File: src/rtl/fwp_pkg.sv
// Shared definitions for the flash write-protect unit: operation codes and
// status-byte bit positions. Assumes a single request per cycle.
package fwp_pkg;
    typedef enum logic [2:0] {
        OP_NONE   = 3'd0,
        OP_WREN   = 3'd1,
        OP_WRDI   = 3'd2,
        OP_PROG   = 3'd3,
        OP_SERASE = 3'd4,
        OP_BERASE = 3'd5,
        OP_WRSR   = 3'd6,
        OP_RSVD   = 3'd7
    } fwp_op_e;

    localparam int SR_BUSY = 0;
    localparam int SR_WEL  = 1;
    localparam int SR_LOCK = 7;
    localparam logic [7:0] SR_WR_MASK = 8'h9C;
endpackage

File: src/rtl/fwp_region_check.sv
// Decides whether a sector lies inside the region selected by the three-bit
// protect field. Field k (1..6) covers the top 2^(k-1) sectors, 7 covers all.
// Assumes SECTORS is a power of two no smaller than 32.
module fwp_region_check #(
    parameter int SECTORS = 64,
    parameter int SECT_W  = 6
) (
    input  logic [2:0]        bp,
    input  logic [SECT_W-1:0] sector,
    output logic              hit
);
    logic [SECT_W:0] span;
    logic [SECT_W:0] first;

    // Compare the sector against the lowest index of the protected region.
    always_comb begin
        span  = '0;
        first = '0;
        hit   = 1'b0;
        if (bp == 3'd7) begin
            hit = 1'b1;
        end else if (bp != 3'd0) begin
            span = (SECT_W+1)'(1) << (bp - 3'd1);
            if (span >= (SECT_W+1)'(SECTORS)) begin
                hit = 1'b1;
            end else begin
                first = (SECT_W+1)'(SECTORS) - span;
                hit   = ({1'b0, sector} >= first);
            end
        end
    end
endmodule

File: src/rtl/fwp_accept_gate.sv
// Combinational verdict for one request: applies the write-enable latch,
// busy state, region hit, bulk rule and hardware lock. Assumes all inputs
// are registered state or stable request fields.
module fwp_accept_gate
    import fwp_pkg::*;
(
    input  logic       valid,
    input  logic [2:0] op,
    input  logic       wel,
    input  logic       busy,
    input  logic       lock,
    input  logic       wp_n,
    input  logic       region_hit,
    input  logic       bp_any,
    output logic       accept,
    output logic       deny,
    output logic       set_wel,
    output logic       clr_wel
);
    logic is_mod;
    logic rule_ok;

    // Classify the request and apply the per-operation protection rule.
    always_comb begin
        is_mod  = 1'b0;
        rule_ok = 1'b0;
        case (fwp_op_e'(op))
            OP_PROG, OP_SERASE: begin is_mod = valid; rule_ok = !region_hit; end
            OP_BERASE:          begin is_mod = valid; rule_ok = !bp_any;     end
            OP_WRSR:            begin is_mod = valid; rule_ok = wp_n || !lock; end
            default:            begin is_mod = 1'b0;  rule_ok = 1'b0;        end
        endcase
        accept  = is_mod && wel && !busy && rule_ok;
        deny    = is_mod && !accept;
        set_wel = valid && (fwp_op_e'(op) == OP_WREN) && !busy;
        clr_wel = valid && (fwp_op_e'(op) == OP_WRDI) && !busy;
    end
endmodule

File: src/rtl/fwp_busy_timer.sv
// Down-counter modelling the internal cycle time of a granted operation.
// expire is high in the last busy cycle. Assumes start only while idle.
module fwp_busy_timer #(
    parameter int MAXV  = 32,
    parameter int CNT_W = 6
) (
    input  logic             clk,
    input  logic             rst_n,
    input  logic             start,
    input  logic [CNT_W-1:0] load,
    output logic             expire
);
    logic [CNT_W-1:0] cnt;

    // Load on start, otherwise count down to zero.
    always_ff @(posedge clk) begin
        if (!rst_n)              cnt <= '0;
        else if (start)          cnt <= load;
        else if (cnt != '0)      cnt <= cnt - 1'b1;
    end

    assign expire = (cnt == CNT_W'(1));

    p_cnt_range_r4: assert property (@(posedge clk) disable iff (!rst_n)
        cnt <= CNT_W'(MAXV));
    p_start_idle_r4: assert property (@(posedge clk) disable iff (!rst_n)
        start |-> (cnt == '0));
endmodule

File: src/rtl/flash_wp_unit.sv
// Flash status register and write-protect arbiter. Holds busy, write-enable,
// region and lock bits; grants or refuses modify requests and times the
// busy window. Assumes one request per cycle and a synchronous reset.
module flash_wp_unit
    import fwp_pkg::*;
#(
    parameter int SECTORS  = 64,
    parameter int T_PROG   = 8,
    parameter int T_SERASE = 16,
    parameter int T_BERASE = 32,
    parameter int T_WRSR   = 4
) (
    input  logic                         clk,
    input  logic                         rst_n,
    input  logic                         req_valid,
    input  logic [2:0]                   req_op,
    input  logic [$clog2(SECTORS)-1:0]   req_sector,
    input  logic [7:0]                   req_wdata,
    input  logic                         wp_n,
    output logic [7:0]                   status,
    output logic                         grant,
    output logic                         refuse
);
    localparam int SECT_W = $clog2(SECTORS);
    localparam int T_A    = (T_PROG > T_SERASE) ? T_PROG : T_SERASE;
    localparam int T_B    = (T_BERASE > T_WRSR) ? T_BERASE : T_WRSR;
    localparam int T_MAX  = (T_A > T_B) ? T_A : T_B;
    localparam int CNT_W  = $clog2(T_MAX + 1);

    logic       busy_q, wel_q, lock_q, pend_wrsr_q, pend_lock_q;
    logic [2:0] bp_q, pend_bp_q;
    logic       region_hit, accept, deny, set_wel, clr_wel, expire;
    logic [CNT_W-1:0] load_val;

    fwp_region_check #(.SECTORS(SECTORS), .SECT_W(SECT_W)) u_region (
        .bp(bp_q), .sector(req_sector), .hit(region_hit)
    );

    fwp_accept_gate u_gate (
        .valid(req_valid), .op(req_op), .wel(wel_q), .busy(busy_q),
        .lock(lock_q), .wp_n(wp_n), .region_hit(region_hit),
        .bp_any(bp_q != 3'd0), .accept(accept), .deny(deny),
        .set_wel(set_wel), .clr_wel(clr_wel)
    );

    // Pick the busy duration of the requested operation.
    always_comb begin
        case (fwp_op_e'(req_op))
            OP_PROG:   load_val = CNT_W'(T_PROG);
            OP_SERASE: load_val = CNT_W'(T_SERASE);
            OP_BERASE: load_val = CNT_W'(T_BERASE);
            default:   load_val = CNT_W'(T_WRSR);
        endcase
    end

    fwp_busy_timer #(.MAXV(T_MAX), .CNT_W(CNT_W)) u_timer (
        .clk(clk), .rst_n(rst_n), .start(accept), .load(load_val), .expire(expire)
    );

    // Register the verdict pulses.
    always_ff @(posedge clk) begin
        if (!rst_n) begin
            grant  <= 1'b0;
            refuse <= 1'b0;
        end else begin
            grant  <= accept;
            refuse <= deny;
        end
    end

    // Busy flag and pending status-write data.
    always_ff @(posedge clk) begin
        if (!rst_n) begin
            busy_q      <= 1'b0;
            pend_wrsr_q <= 1'b0;
            pend_bp_q   <= 3'd0;
            pend_lock_q <= 1'b0;
        end else if (accept) begin
            busy_q      <= 1'b1;
            pend_wrsr_q <= (fwp_op_e'(req_op) == OP_WRSR);
            pend_bp_q   <= req_wdata[4:2];
            pend_lock_q <= req_wdata[SR_LOCK];
        end else if (expire) begin
            busy_q      <= 1'b0;
            pend_wrsr_q <= 1'b0;
        end
    end

    // Write-enable latch: set/cleared by commands, cleared when a cycle ends.
    always_ff @(posedge clk) begin
        if (!rst_n)       wel_q <= 1'b0;
        else if (expire)  wel_q <= 1'b0;
        else if (set_wel) wel_q <= 1'b1;
        else if (clr_wel) wel_q <= 1'b0;
    end

    // Region and lock fields take the status-write data at cycle end.
    always_ff @(posedge clk) begin
        if (!rst_n) begin
            bp_q   <= 3'd0;
            lock_q <= 1'b0;
        end else if (expire && pend_wrsr_q) begin
            bp_q   <= pend_bp_q;
            lock_q <= pend_lock_q;
        end
    end

    assign status = {lock_q, 2'b00, bp_q, wel_q, busy_q};

    p_one_verdict_r3: assert property (@(posedge clk) disable iff (!rst_n)
        !(grant && refuse));
    p_busy_from_grant_r4: assert property (@(posedge clk) disable iff (!rst_n)
        $rose(busy_q) |-> grant);
    p_wel_drops_at_end_r4: assert property (@(posedge clk) disable iff (!rst_n)
        $fell(busy_q) |-> !wel_q);
    p_no_grant_in_region_r5: assert property (@(posedge clk) disable iff (!rst_n)
        (grant && $past(req_op == 3'd3 || req_op == 3'd4)) |-> $past(bp_q != 3'd7));
    p_bulk_needs_clear_r6: assert property (@(posedge clk) disable iff (!rst_n)
        (grant && $past(req_op == 3'd5)) |-> $past(bp_q == 3'd0));
    p_hw_lock_r7: assert property (@(posedge clk) disable iff (!rst_n)
        (grant && $past(req_op == 3'd6)) |-> $past(wp_n || !lock_q));
    p_wrsr_capture_r8: assert property (@(posedge clk) disable iff (!rst_n)
        (grant && pend_wrsr_q) |->
        ({pend_lock_q, 2'b00, pend_bp_q, 2'b00} == ($past(req_wdata) & SR_WR_MASK)));
    p_busy_freezes_wel_r9: assert property (@(posedge clk) disable iff (!rst_n)
        (busy_q && $past(busy_q)) |-> $stable(wel_q));
    p_refuse_keeps_state_r10: assert property (@(posedge clk) disable iff (!rst_n)
        (refuse && !$fell(busy_q)) |-> ($stable(wel_q) && $stable(busy_q)));
endmodule

File: config.mk
export PLATFORM = sky130hd
export DESIGN_NAME = flash_wp_unit
export DESIGN_NICKNAME = d
export VERILOG_FILES = /design/src/rtl/fwp_pkg.sv /design/src/rtl/fwp_region_check.sv /design/src/rtl/fwp_accept_gate.sv /design/src/rtl/fwp_busy_timer.sv /design/src/rtl/flash_wp_unit.sv
export SDC_FILE = /design/constraint.sdc
export NUM_CORES = 1
export LEC_CHECK = 0
export ABC_CLOCK_PERIOD_IN_PS = 4800
export BUFFER_PORTS_ARGS = -buffer_cell sky130_fd_sc_hd__buf_2
export CAP_MARGIN = 20
export CELL_PAD_IN_SITES_DETAIL_PLACEMENT = 0
export CELL_PAD_IN_SITES_GLOBAL_PLACEMENT = 2
export CORE_UTILIZATION = 33
export DETAILED_ROUTE_END_ITERATION = 8
export PLACE_DENSITY = 0.81
export SYNTH_ARGS = -nofsm -noshare
export SYNTH_HDL_FRONTEND = slang
export SYNTH_SLANG_ARGS = --single-unit
File: constraint.sdc
create_clock -name clk -period 4.8 [get_ports clk]
set_input_delay 0.24 -clock clk [delete_from_list [all_inputs] [get_ports clk]]
set_output_delay 0.24 -clock clk [all_outputs]
set_load 0.01 [all_outputs]
Word-level counts from Yosys, hierarchy flattened. Cells that the tools add are included.

Add/subtract/negate cells: 3. $lt $le $gt $ge: 2. Equal/unequal tests: 8. Shift-type cells: 1. Muxes and demuxes: 13. Bitwise operators: 1. Reduce and logical (&&, ||, !) cells: 23.

Operators by type and width (count): $pmux 6 s3 (1); $eq 3x3->1 const B (4); $mux 6 (2); $logic_and 1x1->1 (9); $mux 1 (9); $ge 6x7->1 (1); $ge 7x7->1 const B (1); $shl 1x3->7 const A (1); $sub 7x7->7 const A (1); $eq 3x2->1 const B (2); $eq 6x1->1 const B (1); $reduce_bool 2->1 (3); $reduce_bool 6->1 (1); $sub 6x1->6 const B (1); $logic_not 1->1 (5); $reduce_or 2->1 (2); $reduce_or 4->1 (1); $eq 3x1->1 const B (1); $pmux 1 s3 (1); $reduce_bool 3->1 (1); $sub 3x1->3 const B (1); $logic_or 1x1->1 (1); $not 1->1 (1).

Bits in registers: 19. Word-level logic and storage cells: 61.

Longest topological paths before layout.
Word-level depth: 12. Gate-level depth with buffers: 13. Mapped depth without buffers: 12.

Hierarchy. From an unflattened synthesis, not the netlist that was laid out.

Cells, all modules: 159. Area, all modules: 1358.8 um2.

Modules (own cells, without submodules): flash_wp_unit (instances 1, cells an instance 58, area each 580.6 um2, sequential area each 260.2 um2); fwp_busy_timer (instances 1, cells an instance 45, area each 371.6 um2, sequential area each 120.1 um2); fwp_region_check (instances 1, cells an instance 39, area each 285.3 um2, sequential area each 0.0 um2); fwp_accept_gate (instances 1, cells an instance 17, area each 121.4 um2, sequential area each 0.0 um2).

Worst setup path before layout. OpenSTA, ideal clock, no wires.

Path kind: register to register. From: reg bp_q[2]. To: reg pend_bp_q[0]. Setup time: 0.072 ns. Data arrival time: 2.731 ns. Setup slack: 1.998 ns. Cell stages (with the launch flop): 11. Path buffers: 1. Cells stage by stage: dfxtp_1 -> buf_2 -> or3b_2 -> ha_1 -> a21bo_2 -> mux2i_1 -> ha_1 -> a2111oi_0 -> o21ai_2 -> a21oi_4 -> mux2i_1.

Cells in the longest elaborated chain, start to end: 10.

RTL lines: start: declaration (line flash_wp_unit.sv:31) `logic [2:0] bp_q, pend_bp_q;`; start signal: assignment (line flash_wp_unit.sv:103) `bp_q <= pend_bp_q;`; $sub 3x1->3 (line fwp_region_check.sv:23) `span = (SECT_W+1)'(1) << (bp - 3'd1);`; $shl 1x3->7 (line fwp_region_check.sv:23); $sub 7x7->7 (line fwp_region_check.sv:27) `first = (SECT_W+1)'(SECTORS) - span;`; $ge 6x7->1 (line fwp_region_check.sv:28) `hit = ({1'b0, sector} >= first);`; $mux 1 (line fwp_region_check.sv:24) `if (span >= (SECT_W+1)'(SECTORS)) begin`; $mux 1 (line fwp_region_check.sv:22) `end else if (bp != 3'd0) begin`; $mux 1 (line fwp_region_check.sv:20) `if (bp == 3'd7) begin`; $logic_not 1->1 (line fwp_accept_gate.sv:28) `OP_PROG, OP_SERASE: begin is_mod = valid; rule_ok = !region_hit; end`; $pmux 1 s3 * (line fwp_accept_gate.sv:27) `case (fwp_op_e'(op))`; $logic_and 1x1->1 * (line fwp_accept_gate.sv:33) `accept = is_mod && wel && !busy && rule_ok;`; end signal: assignment (line flash_wp_unit.sv:81) `pend_bp_q <= req_wdata[4:2];`; end: declaration (line flash_wp_unit.sv:31).

Mark *: on every way between the ends. The rest lies on a longest branch, timed or not. A chain may end at the register's enable or synchronous reset.

Final worst setup path.
From: reg bp_q[0]. To: reg u_timer.cnt[3].

Cells in the longest elaborated chain, start to end: 11.

RTL lines: $sub 3x1->3 (line fwp_region_check.sv:23); $shl 1x3->7 (line fwp_region_check.sv:23); $sub 7x7->7 (line fwp_region_check.sv:27); $ge 6x7->1 (line fwp_region_check.sv:28); $mux 1 (line fwp_region_check.sv:24); $mux 1 (line fwp_region_check.sv:22); $mux 1 (line fwp_region_check.sv:20); $logic_not 1->1 (line fwp_accept_gate.sv:28); $pmux 1 s3 * (line fwp_accept_gate.sv:27); $logic_and 1x1->1 * (line fwp_accept_gate.sv:33); $mux 6 or $reduce_bool 2->1 (tied branches); end signal: assignment (line fwp_busy_timer.sv:18) `else if (start) cnt <= load;`; end signal: assignment (line fwp_busy_timer.sv:19) `else if (cnt != '0) cnt <= cnt - 1'b1;`; end: declaration (line fwp_busy_timer.sv:13) `logic [CNT_W-1:0] cnt;`.

Marks and branches as above.

==> results.yml <==
run_status:
  status: "finished clean"
drt:
  postRouteAntennaNets: 0
  first_pass_iters: 4
  drtIter0Drc: 25
  avgRoutedWirePerCell_um: 11.60
  drt-total-wl_mm: 2.413
  routed_via_density: 4.899
  drc: 0
  via_count: 1019
cells_and_area:
  diodes: 0
  drive_gt1_frac: 0.2438
  final_common_cell: "buf_2"
  final_core_util: 0.3872
  final_cell_mix: "24 x buf_2, 19 x dfxtp_1, 17 x nand2_1"
  area_growth_pct: 12.85
  final_nets: 190
  multiInputGateArea_um2: 785.8
  seq_area_um2: 380.4
  n_fill_cell: 386
die:
  dieArea_um2: 4058
  fp.dieH_um: 63.70
  io_pins: 31
  start_util: 0.3431
  core_um2: 3661
  num_rows: 22
  die_x_um: 63.70
grt:
  track_usage: 0.1335
  grt_pass1_wl_mm: 4.340
  antenna_found_initial: 0
  grt_max_degree: 14
  grt_pass1_vias: 1002
  grt-ovfl-total: 0
place:
  dp_hpwl_mm: 1.875
  portBuffers: 24
  gp_congestion: 0.7306
power_and_ir_drop:
  netSwitchingFraction: 0.3467
  comb_power_share: 0.347
  internal_power_uw: 315.6
  p_per_area_nw_per_um2: 340.7
  p_clk_frac: 0.236
  p_seq_frac: 0.417
  ir_worst_vdd_mv: 0.1249
  p_sw_uw: 167.5
  p_leak_nw: 0.6106
  p_total_uw: 483.0
timing:
  finalMaxSlewViolations: 0
  fin_skew_ns: 0.002560
  grt_setup_unrepaired: "false"
  fin_crit_sh: 0.6441
  hold_slack_ns: 0.2177
  relSlewSlack: 0.5623
  worst_slew_pin_slew_ns: 0.6505
  layout_min_cycle_time_ns: 3.092
  hold_violations: 0
  fin_tns_setup_ns: 0
  finalSetupViolCount: 0
  clock.fmax_mhz: 323.4
setup_path:
  crit_fanout: 11
  r2r-start: "bp_q[0]"
  worstReg2RegEnd: "u_timer.cnt[3]"
  startpoint: "bp_q[0]"
  cp.required_ns: 4.99
  reg2reg_slack_ns: 1.71
  cp-endpoint: "u_timer.cnt[3]"
  critPathKind: "flop to flop"
  crit_path_end_kind: "flop"
  reg2reg_depth: 9
  critPathLaunchType: "flop"
  crit_arrival_ns: 3.28
logic_synthesis:
  ys_types: 46
  post_synth.cell_area_avg_um2: 8.847
  ys_seq_area_frac: 0.3028
  synth-seq-cells: 19
  syn_inst: 142
  ys.flop_type: "dfxtp_1"
  async_reset_ff_frac: 0
  syn_area_um2: 1256
  yosysWarnings: 0
  synth_edf_count: 0
hold_path:
  hold_start: "req_wdata[7]"
  hp-class: "primary input to flop"
clock_network:
  cts_max_path_buffers: 2
  clk_pin_slew_worst_paths_ns: 0.07
  cts_buffers: 3
  worstSkewPairLatency_ns: 0.26
  cts_resized: 0
  cts_tree: "yes"
  cts_setup_buffers: 0
  clock-sinks: 19
  root_buffer: "clkbuf_8"
  h-tree-depth: 1
  ctsHoldBuffers: 0
job:
  drv_cap: 0
-- flip-flops by register name (all words and copies together) (netlist names) --
name / cells
busy_q: 1
bp_q: 3
grant: 1
pend_wrsr_q: 1
pend_lock_q: 1
u_timer.cnt: 6
refuse: 1
wel_q: 1
lock_q: 1
pend_bp_q: 3
-- logic make-up after synthesis --
logic type,count (synthesis),share of synthesized area
xor gates and xnor gates,5,0.03486
AOI/OAI and AO/OA,26,0.1823
adders and majority gates,8,0.07968
muxes,14,0.1116
and+or+nand+nor,52,0.2112
buffers and inverters,17,0.07470
DFF,19,0.3028
other,1,0.002985
-- power groups by stage --
stage / logic [mW] / registers (mW) / clock network, mW
6_report: 0.168 / 0.201 / 0.114
5_1_grt: 0.194 / 0.204 / 0.124
4_1_cts: 0.170 / 0.202 / 0.117
3_5_place_dp: 0.168 / 0.205 / 0
3_3_place_gp: 0.166 / 0.205 / 0
2_1_floorplan: 0.139 / 0.201 / 0
-- cells in the mapped netlist, types with 2 or more instances --
master / n / area, um2
a22o_1: 2 / 17.52
xnor2_1: 4 / 35.03
nand3_1: 4 / 20.02
nor2_1: 12 / 45.04
a221oi_1: 2 / 17.52
or2_2: 2 / 12.51
ha_1: 8 / 100.1
nand2_1: 17 / 63.81
dfxtp_1: 19 / 380.4
buf_4: 5 / 37.54
mux2i_1: 14 / 140.1
o21ai_0: 2 / 10.01
o31ai_1: 2 / 15.01
buf_2: 3 / 15.01
clkbuf_1: 2 / 7.510
nor2b_1: 3 / 18.77
nor3_1: 2 / 10.01
inv_1: 6 / 22.52
nand2b_1: 2 / 12.51
a211oi_1: 2 / 15.01
a21oi_1: 4 / 20.02
-- metrics by stage --
step	std cells	setup WS (ns)	area, um2
after floorplan	143	1.998	1260
after global placement	204	1.786	1369
after detailed placement	204	1.710	1369
after CTS	208	1.668	1418
after global routing	208	1.403	1418
final	208	1.708	1418
-- worst min path at each step --
stage,to,slack (ns),depth (start not counted)
final,pend_lock_q,0.22,3
after global routing,pend_bp_q[0],0.22,3
after CTS,pend_lock_q,0.21,3
after detailed placement,pend_bp_q[0],0.46,2
after global placement,pend_lock_q,0.45,2
after floorplan,refuse,0.36,2
-- area by class of cell --
class,instances,area share
timing repair buffer,24,0.08473
inverter,6,0.01589
multi-input combinational,107,0.5543
tap,48,0.04237
clock buffer,3,0.02913
sequential,19,0.2683
clock inverter,1,0.005296
-- layer usage --
metal,global-route usage,part of all wire,vias to the layer above
met4,0.01705,0.0033,0
li1,-,-,531
met1,0.1769,0.51,464
met5,0,0,-
met2,0.2181,0.44,22
met3,0.03804,0.044,2
-- critical path, stage by stage, from the launching register on --
cell	delay, ns
dfxtp_1	0.53
or3b_2	0.48
ha_1	0.22
a21bo_2	0.21
mux2i_1	0.07
ha_1	0.21
a2111oi_0	0.44
o21ai_2	0.20
a21oi_4	0.43
mux2i_1	0.23
Note: power is estimated with default switching activity, not from simulation.
